<file path="src/rtl/vcatch_pkg.sv">
package vcatch_pkg;
  typedef enum logic [1:0] {
    VC_NO_L3     = 2'd0,
    VC_L3_WIDE   = 2'd1,
    VC_L3_NARROW = 2'd2
  } vc_cfg_e;

  localparam int unsigned DW     = 32;
  localparam int unsigned SLOTS  = 8;
  localparam logic [5:0]  TRAP_SYN = 6'h05;

  typedef struct packed {
    logic       undef;
    logic       trap;
    logic [1:0] lvl;
  } acc_res_t;

  // implemented enable bits per configuration
  function automatic logic [DW-1:0] impl_mask(vc_cfg_e c);
    logic [DW-1:0] m;
    m = 32'h0000_00DE;
    if (c != VC_NO_L3)     m |= 32'hDE00_0000;
    if (c == VC_L3_NARROW) m |= 32'h0000_DC00;
    return m;
  endfunction
endpackage

</file>
<file path="src/rtl/vcatch_store.sv">
module vcatch_store
  import vcatch_pkg::*;
#(
  parameter vc_cfg_e CFG = VC_L3_NARROW
) (
  input  logic          clk_i,
  input  logic          rst_ni,
  input  logic          wr_en_i,
  input  logic [DW-1:0] wdata_i,
  output logic [DW-1:0] q_o
);
  localparam logic [DW-1:0] MASK = impl_mask(CFG);

  for (genvar i = 0; i < DW; i++) begin : g_bit
    if (MASK[i]) begin : g_impl
      logic bit_q;
      always_ff @(posedge clk_i or negedge rst_ni) begin
        if (!rst_ni)      bit_q <= 1'b0;
        else if (wr_en_i) bit_q <= wdata_i[i];
      end
      assign q_o[i] = bit_q;
    end else begin : g_resv
      assign q_o[i] = 1'b0;
    end
  end

  a_r6_hold_without_write: assert property (@(posedge clk_i) disable iff (!rst_ni)
    !wr_en_i |=> $stable(q_o));
  a_r7_write_lands: assert property (@(posedge clk_i) disable iff (!rst_ni)
    wr_en_i |=> (q_o == ($past(wdata_i) & MASK)));
endmodule

</file>
<file path="src/rtl/vcatch_access.sv">
module vcatch_access
  import vcatch_pkg::*;
#(
  parameter vc_cfg_e CFG = VC_L3_NARROW
) (
  input  logic          clk_i,
  input  logic          rst_ni,
  input  logic          valid_i,
  input  logic          write_i,
  input  logic [1:0]    priv_i,
  input  logic          l2_en_i,
  input  logic          l2_all_i,
  input  logic          l2_dbg_i,
  input  logic          l3_dbg_i,
  input  logic [DW-1:0] reg_q_i,
  output logic          wr_en_o,
  output logic          ack_o,
  output logic [DW-1:0] rdata_o,
  output logic          undef_o,
  output logic          trap_o,
  output logic [1:0]    trap_lvl_o,
  output logic [5:0]    trap_syn_o
);
  localparam bit HAS_L3_TRAP = (CFG == VC_L3_WIDE);

  acc_res_t res;
  logic     grant;

  always_comb begin
    res = '0;
    unique case (priv_i)
      2'd0: res.undef = 1'b1;
      2'd1: begin
        if (l2_en_i && (l2_all_i || l2_dbg_i)) begin
          res.trap = 1'b1;
          res.lvl  = 2'd2;
        end else if (HAS_L3_TRAP && l3_dbg_i) begin
          res.trap = 1'b1;
          res.lvl  = 2'd3;
        end
      end
      2'd2: begin
        if (HAS_L3_TRAP && l3_dbg_i) begin
          res.trap = 1'b1;
          res.lvl  = 2'd3;
        end
      end
      default: ;
    endcase
  end

  assign grant   = valid_i && !res.undef && !res.trap;
  assign wr_en_o = grant && write_i;

  always_ff @(posedge clk_i or negedge rst_ni) begin
    if (!rst_ni) begin
      ack_o      <= 1'b0;
      rdata_o    <= '0;
      undef_o    <= 1'b0;
      trap_o     <= 1'b0;
      trap_lvl_o <= 2'd0;
      trap_syn_o <= 6'd0;
    end else begin
      ack_o      <= valid_i;
      rdata_o    <= (grant && !write_i) ? reg_q_i : '0;
      undef_o    <= valid_i && res.undef;
      trap_o     <= valid_i && res.trap;
      trap_lvl_o <= (valid_i && res.trap) ? res.lvl : 2'd0;
      trap_syn_o <= (valid_i && res.trap) ? TRAP_SYN : 6'd0;
    end
  end

  a_r2_level0_undef: assert property (@(posedge clk_i) disable iff (!rst_ni)
    (valid_i && priv_i == 2'd0) |=> (ack_o && undef_o && !trap_o));
  a_r3_level2_first: assert property (@(posedge clk_i) disable iff (!rst_ni)
    (valid_i && priv_i == 2'd1 && l2_en_i && (l2_all_i || l2_dbg_i))
      |=> (trap_o && trap_lvl_o == 2'd2 && trap_syn_o == 6'h05));
  a_r5_level3_ok: assert property (@(posedge clk_i) disable iff (!rst_ni)
    (valid_i && priv_i == 2'd3) |=> (ack_o && !undef_o && !trap_o));
  a_r6_fault_no_write: assert property (@(posedge clk_i) disable iff (!rst_ni)
    (undef_o || trap_o) |-> (rdata_o == '0 && !$onehot({undef_o, trap_o}) == 1'b0));
endmodule

</file>
<file path="src/rtl/vcatch_match.sv">
module vcatch_match
  import vcatch_pkg::*;
#(
  parameter vc_cfg_e     CFG    = VC_L3_NARROW,
  parameter int unsigned ADDR_W = 32
) (
  input  logic              clk_i,
  input  logic              rst_ni,
  input  logic [DW-1:0]     en_i,
  input  logic              valid_i,
  input  logic [ADDR_W-1:0] addr_i,
  input  logic [ADDR_W-1:0] base_i,
  input  logic              sec_i,
  input  logic              mon_i,
  output logic              catch_o
);
  localparam int unsigned SLOT_W = $clog2(SLOTS);
  localparam int unsigned TOP_LO = SLOT_W + 2;

  logic [ADDR_W-1:0] diff;
  logic              in_table;
  logic [SLOT_W-1:0] slot;
  logic [SLOTS-1:0]  bank;

  assign diff     = addr_i - base_i;
  assign in_table = (diff[ADDR_W-1:TOP_LO] == '0) && (diff[1:0] == 2'b00);
  assign slot     = diff[TOP_LO-1:2];

  if (CFG == VC_NO_L3) begin : g_single
    assign bank = en_i[SLOTS-1:0];
  end else if (CFG == VC_L3_WIDE) begin : g_two
    assign bank = sec_i ? en_i[SLOTS-1:0] : en_i[DW-1:DW-SLOTS];
  end else begin : g_three
    assign bank = mon_i ? en_i[2*SLOTS-1:SLOTS]
                : (sec_i ? en_i[SLOTS-1:0] : en_i[DW-1:DW-SLOTS]);
  end

  always_ff @(posedge clk_i or negedge rst_ni) begin
    if (!rst_ni) catch_o <= 1'b0;
    else         catch_o <= valid_i && in_table && bank[slot];
  end

  a_r8_needs_fetch: assert property (@(posedge clk_i) disable iff (!rst_ni)
    !valid_i |=> !catch_o);
  a_r11_slot_zero_quiet: assert property (@(posedge clk_i) disable iff (!rst_ni)
    (valid_i && addr_i == base_i) |=> !catch_o);
endmodule

</file>
<file path="src/rtl/vcatch_ctrl.sv">
module vcatch_ctrl
  import vcatch_pkg::*;
#(
  parameter vc_cfg_e     CFG    = VC_L3_NARROW,
  parameter int unsigned ADDR_W = 32
) (
  input  logic              clk_i,
  input  logic              rst_ni,
  input  logic              acc_valid_i,
  input  logic              acc_write_i,
  input  logic [31:0]       acc_wdata_i,
  input  logic [1:0]        acc_priv_i,
  input  logic              l2_enable_i,
  input  logic              l2_trap_all_i,
  input  logic              l2_trap_dbg_i,
  input  logic              l3_trap_dbg_i,
  output logic              acc_ack_o,
  output logic [31:0]       acc_rdata_o,
  output logic              acc_undef_o,
  output logic              acc_trap_o,
  output logic [1:0]        acc_trap_lvl_o,
  output logic [5:0]        acc_trap_syn_o,
  input  logic              fetch_valid_i,
  input  logic [ADDR_W-1:0] fetch_addr_i,
  input  logic [ADDR_W-1:0] vec_base_i,
  input  logic              sec_state_i,
  input  logic              mon_mode_i,
  output logic              catch_o
);
  logic [DW-1:0] reg_q;
  logic          wr_en;

  vcatch_access #(.CFG(CFG)) u_access (
    .clk_i      (clk_i),
    .rst_ni     (rst_ni),
    .valid_i    (acc_valid_i),
    .write_i    (acc_write_i),
    .priv_i     (acc_priv_i),
    .l2_en_i    (l2_enable_i),
    .l2_all_i   (l2_trap_all_i),
    .l2_dbg_i   (l2_trap_dbg_i),
    .l3_dbg_i   (l3_trap_dbg_i),
    .reg_q_i    (reg_q),
    .wr_en_o    (wr_en),
    .ack_o      (acc_ack_o),
    .rdata_o    (acc_rdata_o),
    .undef_o    (acc_undef_o),
    .trap_o     (acc_trap_o),
    .trap_lvl_o (acc_trap_lvl_o),
    .trap_syn_o (acc_trap_syn_o)
  );

  vcatch_store #(.CFG(CFG)) u_store (
    .clk_i   (clk_i),
    .rst_ni  (rst_ni),
    .wr_en_i (wr_en),
    .wdata_i (acc_wdata_i),
    .q_o     (reg_q)
  );

  vcatch_match #(.CFG(CFG), .ADDR_W(ADDR_W)) u_match (
    .clk_i   (clk_i),
    .rst_ni  (rst_ni),
    .en_i    (reg_q),
    .valid_i (fetch_valid_i),
    .addr_i  (fetch_addr_i),
    .base_i  (vec_base_i),
    .sec_i   (sec_state_i),
    .mon_i   (mon_mode_i),
    .catch_o (catch_o)
  );

  a_r1_quiet_after_reset: assert property (@(posedge clk_i) disable iff (!rst_ni)
    $rose(rst_ni) |-> (!acc_ack_o && !catch_o));
  a_r4_trap_level_range: assert property (@(posedge clk_i) disable iff (!rst_ni)
    acc_trap_o |-> (acc_trap_lvl_o == 2'd2 || (CFG == VC_L3_WIDE && acc_trap_lvl_o == 2'd3)));
  a_r6_single_outcome: assert property (@(posedge clk_i) disable iff (!rst_ni)
    $onehot0({acc_undef_o, acc_trap_o}));
endmodule

</file>
<file path="config.mk">
export PLATFORM = sky130hd
export DESIGN_NAME = vcatch_ctrl
export DESIGN_NICKNAME = d
export VERILOG_FILES = /design/src/rtl/vcatch_pkg.sv /design/src/rtl/vcatch_store.sv /design/src/rtl/vcatch_access.sv /design/src/rtl/vcatch_match.sv /design/src/rtl/vcatch_ctrl.sv
export SDC_FILE = /design/constraint.sdc
export NUM_CORES = 1
export LEC_CHECK = 0
export ABC_AREA = 0
export CAP_MARGIN = 20
export CORE_UTILIZATION = 48
export CTS_BUF_LIST = sky130_fd_sc_hd__clkbuf_4 sky130_fd_sc_hd__clkbuf_8
export CTS_CLUSTER_DIAMETER = 80
export DETAILED_ROUTE_END_ITERATION = 10
export PLACE_DENSITY = 0.92
export SLEW_MARGIN = 30
export SYNTH_ARGS = -nofsm -noshare
export SYNTH_HDL_FRONTEND = slang
export SYNTH_SLANG_ARGS = --single-unit
</file>
<file path="constraint.sdc">
create_clock -name clk_i -period 5.52 [get_ports clk_i]
set_input_delay 1.104 -clock clk_i [delete_from_list [all_inputs] [get_ports clk_i]]
set_output_delay 1.104 -clock clk_i [all_outputs]
set_load 0.01 [all_outputs]
</file>
==> metrics.yaml <==
yosysTopAreaCell: "dfrtp_1"
syn_area_um2: 3636
die-height_um: 89.04
synth-edff-count: 0
via_per_inst: 5.604
yosysWarnings: 0
hold_buffers: 0
critPathLaunchType: "input pin"
dp_hpwl_um: 7985
die_x_um: 89.04
grt_pass1_vias: 3437
start_util_pct: 49.86
fin_util_pct: 67.00
ir_drop_mv: 0.1082
p_sw_mw: 0.3336
synth-seq-area-share_pct: 26.15
maxSlewViolCount: 0
core-area_um2: 7292
fill_cells: 602
drive_gt1_share_pct: 7.593
powerDensity_nw_per_um2: 194.5
setup_tns_ps: 0
layout_commonest_cell: "clkdlybuf4s50_1"
final_hold_viol_count: 0
wirelength_um: 9825
yosysTopAreaCellShare_pct: 26.15
worst_slew_pin_slew_ps: 803.4
fmax_ghz: 0.2210
worst_setup_path_end_kind: "register"
place_congestion: 0.9415
finalCriticalPeriod_ps: 4524
rsz0062_at_grt: "false"
cts_resized: 0
path_class: "in2reg"
hold_class: "reg2reg"
netlist_instances: 428
cts_sinks: 38
fin_crit_sh_pct: 81.96
first_iter_violations: 158
drtPass1Iterations: 4
cts_setup_buffers: 0
syn_to_final_growth_pct: 34.38
p_leak_nw: 2.155
cp_max_fo: 3
path_buf_inv: 2
finalHoldWorstSlack_ps: 514.8
pwr-share-clk_pct: 21.4
p_total_mw: 0.9504
ioPinCount: 153
ys.flop_type: "dfrtp_1"
p_comb_share_pct: 43.6
cts_buffer_depth: 2
cts_made_buffers: 5
grt_pass1_wl_um: 15750
antenna_found_initial: 0
place_area_um2: 4791
synth-seq-cells: 38
synthArstFlopShare_pct: 100.0
status: "complete, no violations"
switching_share_pct: 35.11
drc: 0
syn_area_per_cell_um2: 8.495
crit_chain: "clkdlybuf4s50_1 -> inv_1 -> ha_1 -> fa_1 -> nand2b_1 -> a211oi_2 -> o21a_1 -> o2111ai_2 -> a2111oi_4 -> nor4_1 -> or4_4 -> nand3_2 -> o211ai_1 -> a2111oi_2"
slowest_delay_ps: 560
grt_max_degree: 39
ant_nets: 0
drt-wirelength-per-cell_um: 15.38
crit_arrival_ps: 4710
nets: 680
clk_latency_ps: 300
track_usage_pct: 25.68
htree_levels: 2
rows: 31
synthTopCellsByArea: "dfrtp_1, ha_1, mux2_2"
crit_path_top_delay_cell: "or4_4"
cts-root-buf: "clkbuf_8"
portBuffers: 116
critPathRequiredTime_ps: 5710
route.vias.total: 3581
fp.dieArea_um2: 7927
clock_skew_ps: 6.233
grt_overflow: 0
cts_tree: "yes"
relSlewSlack_pct: 46.44
setup_viol: 0
path_clk_slew_ps: 80
power_frac_seq_pct: 35.0
mostFrequentLayoutCells: "clkdlybuf4s50_1, inv_1, dfrtp_1"
crit_family: "compound AO/OA/AOI/OAI gates"
ys_types: 63
antennaDiodeCount: 0
internal-power_mw: 0.6167
stdcell_area_um2: 4886
maxCapViolCount: 0
-- through the flow --
| stage | std cells | setup WS (ps) |
|---|---|---|
| 5_1_grt | 639 | 857.2 |
| 2_1_floorplan | 447 | 1544 |
| 6_report | 639 | 996.0 |
| 3_5_place_dp | 631 | 717.2 |
| 4_1_cts | 639 | 1000 |
| 3_3_place_gp | 631 | 758.1 |
-- Yosys cell counts (5+ instances only) --
master,number
xnor2_1,11
o21a_1,9
nor3_1,12
o21ai_0,13
xor2_1,8
buf_2,5
mux2i_1,5
a21o_1,6
mux2_2,17
nand4_1,8
ha_1,31
dfrtp_1,38
nor4_1,5
a21oi_1,33
nand2_1,34
inv_1,41
o21ai_1,5
and2_1,18
buf_4,23
nor2_1,21
nand3_1,9
-- area by class of cell --
| cell class | count | area (µm²) | area share, % |
|---|---|---|---|
| multi-input cells | 335 | 2386 | 48.83 |
| clock buffers | 6 | 82.58 | 1.690 |
| inverters | 41 | 153.9 | 3.150 |
| repair buffers | 118 | 1176 | 24.07 |
| well taps | 99 | 123.9 | 2.535 |
| clock inverters | 2 | 12.51 | 0.2561 |
| flip-flops and latches | 38 | 950.9 | 19.46 |
-- final timing paths --
check / from / to / slack (ps) / cells past startpoint
setup / recovery: fetch_addr_i[0] / u_match.catch_o / 1000 / 14
min in group asynchronous: rst_ni / u_store.g_bit[25].g_impl.bit_q / 1230 / 2
max in group asynchronous: rst_ni / u_store.g_bit[2].g_impl.bit_q / 3970 / 2
setup reg to reg: u_store.g_bit[28].g_impl.bit_q / u_match.catch_o / 3390 / 9
hold reg to reg: u_store.g_bit[15].g_impl.bit_q / u_access.rdata_o[15] / 510 / 1
hold / removal: u_store.g_bit[15].g_impl.bit_q / u_access.rdata_o[15] / 510 / 1
-- flip-flops by register name, summed over array words and instances (netlist names) --
| register | cells |
|---|---|
| u_access.rdata_o | 17 |
| u_access.ack_o | 1 |
| u_access.trap_syn_o | 1 |
| u_match.catch_o | 1 |
| u_store.g_bit.g_impl.bit_q | 17 |
| u_access.undef_o | 1 |
-- cells by family (layout without fill, tap and decap cells) --
kind of cell / Yosys count / in the layout / synth area share, %
xor+xnor: 20 / 20 / 5.024
compound gates: 108 / 108 / 20.58
other cells: 1 / 20 / 0.1031
flops: 38 / 38 / 26.15
simple gates: 131 / 131 / 18.86
mux: 24 / 24 / 7.880
buf+inv: 74 / 167 / 10.19
fa+ha+maj: 32 / 32 / 11.22
-- power by group through the flow --
| stage | combinational (mW) | clock [mW] | sequential (mW) |
|---|---|---|---|
| after CTS | 0.410 | 0.203 | 0.333 |
| after floorplan | 0.266 | 0 | 0.332 |
| final | 0.414 | 0.203 | 0.333 |
| after global placement | 0.398 | 0 | 0.334 |
| after detailed placement | 0.407 | 0 | 0.338 |
| after global routing | 0.455 | 0.214 | 0.337 |
-- per-layer routing --
metal	vias to the layer above	GRT usage, %	part of all wire (%)
met1	1696	32.76	43
met4	0	6.638	1.6
met3	17	3.786	6.6
li1	1719	-	-
met5	-	0	0
met2	149	45.66	49
-- worst register-to-register path: stages (launching register included) --
cell	delay (ps)
dfrtp_1	390
mux2i_1	80
o21ai_0	180
and3_1	180
o311ai_0	120
a2111oi_0	310
nand4_1	150
nor3_1	190
nand4_1	140
a2111oi_2	300
(Power assumes the default switching activity.)
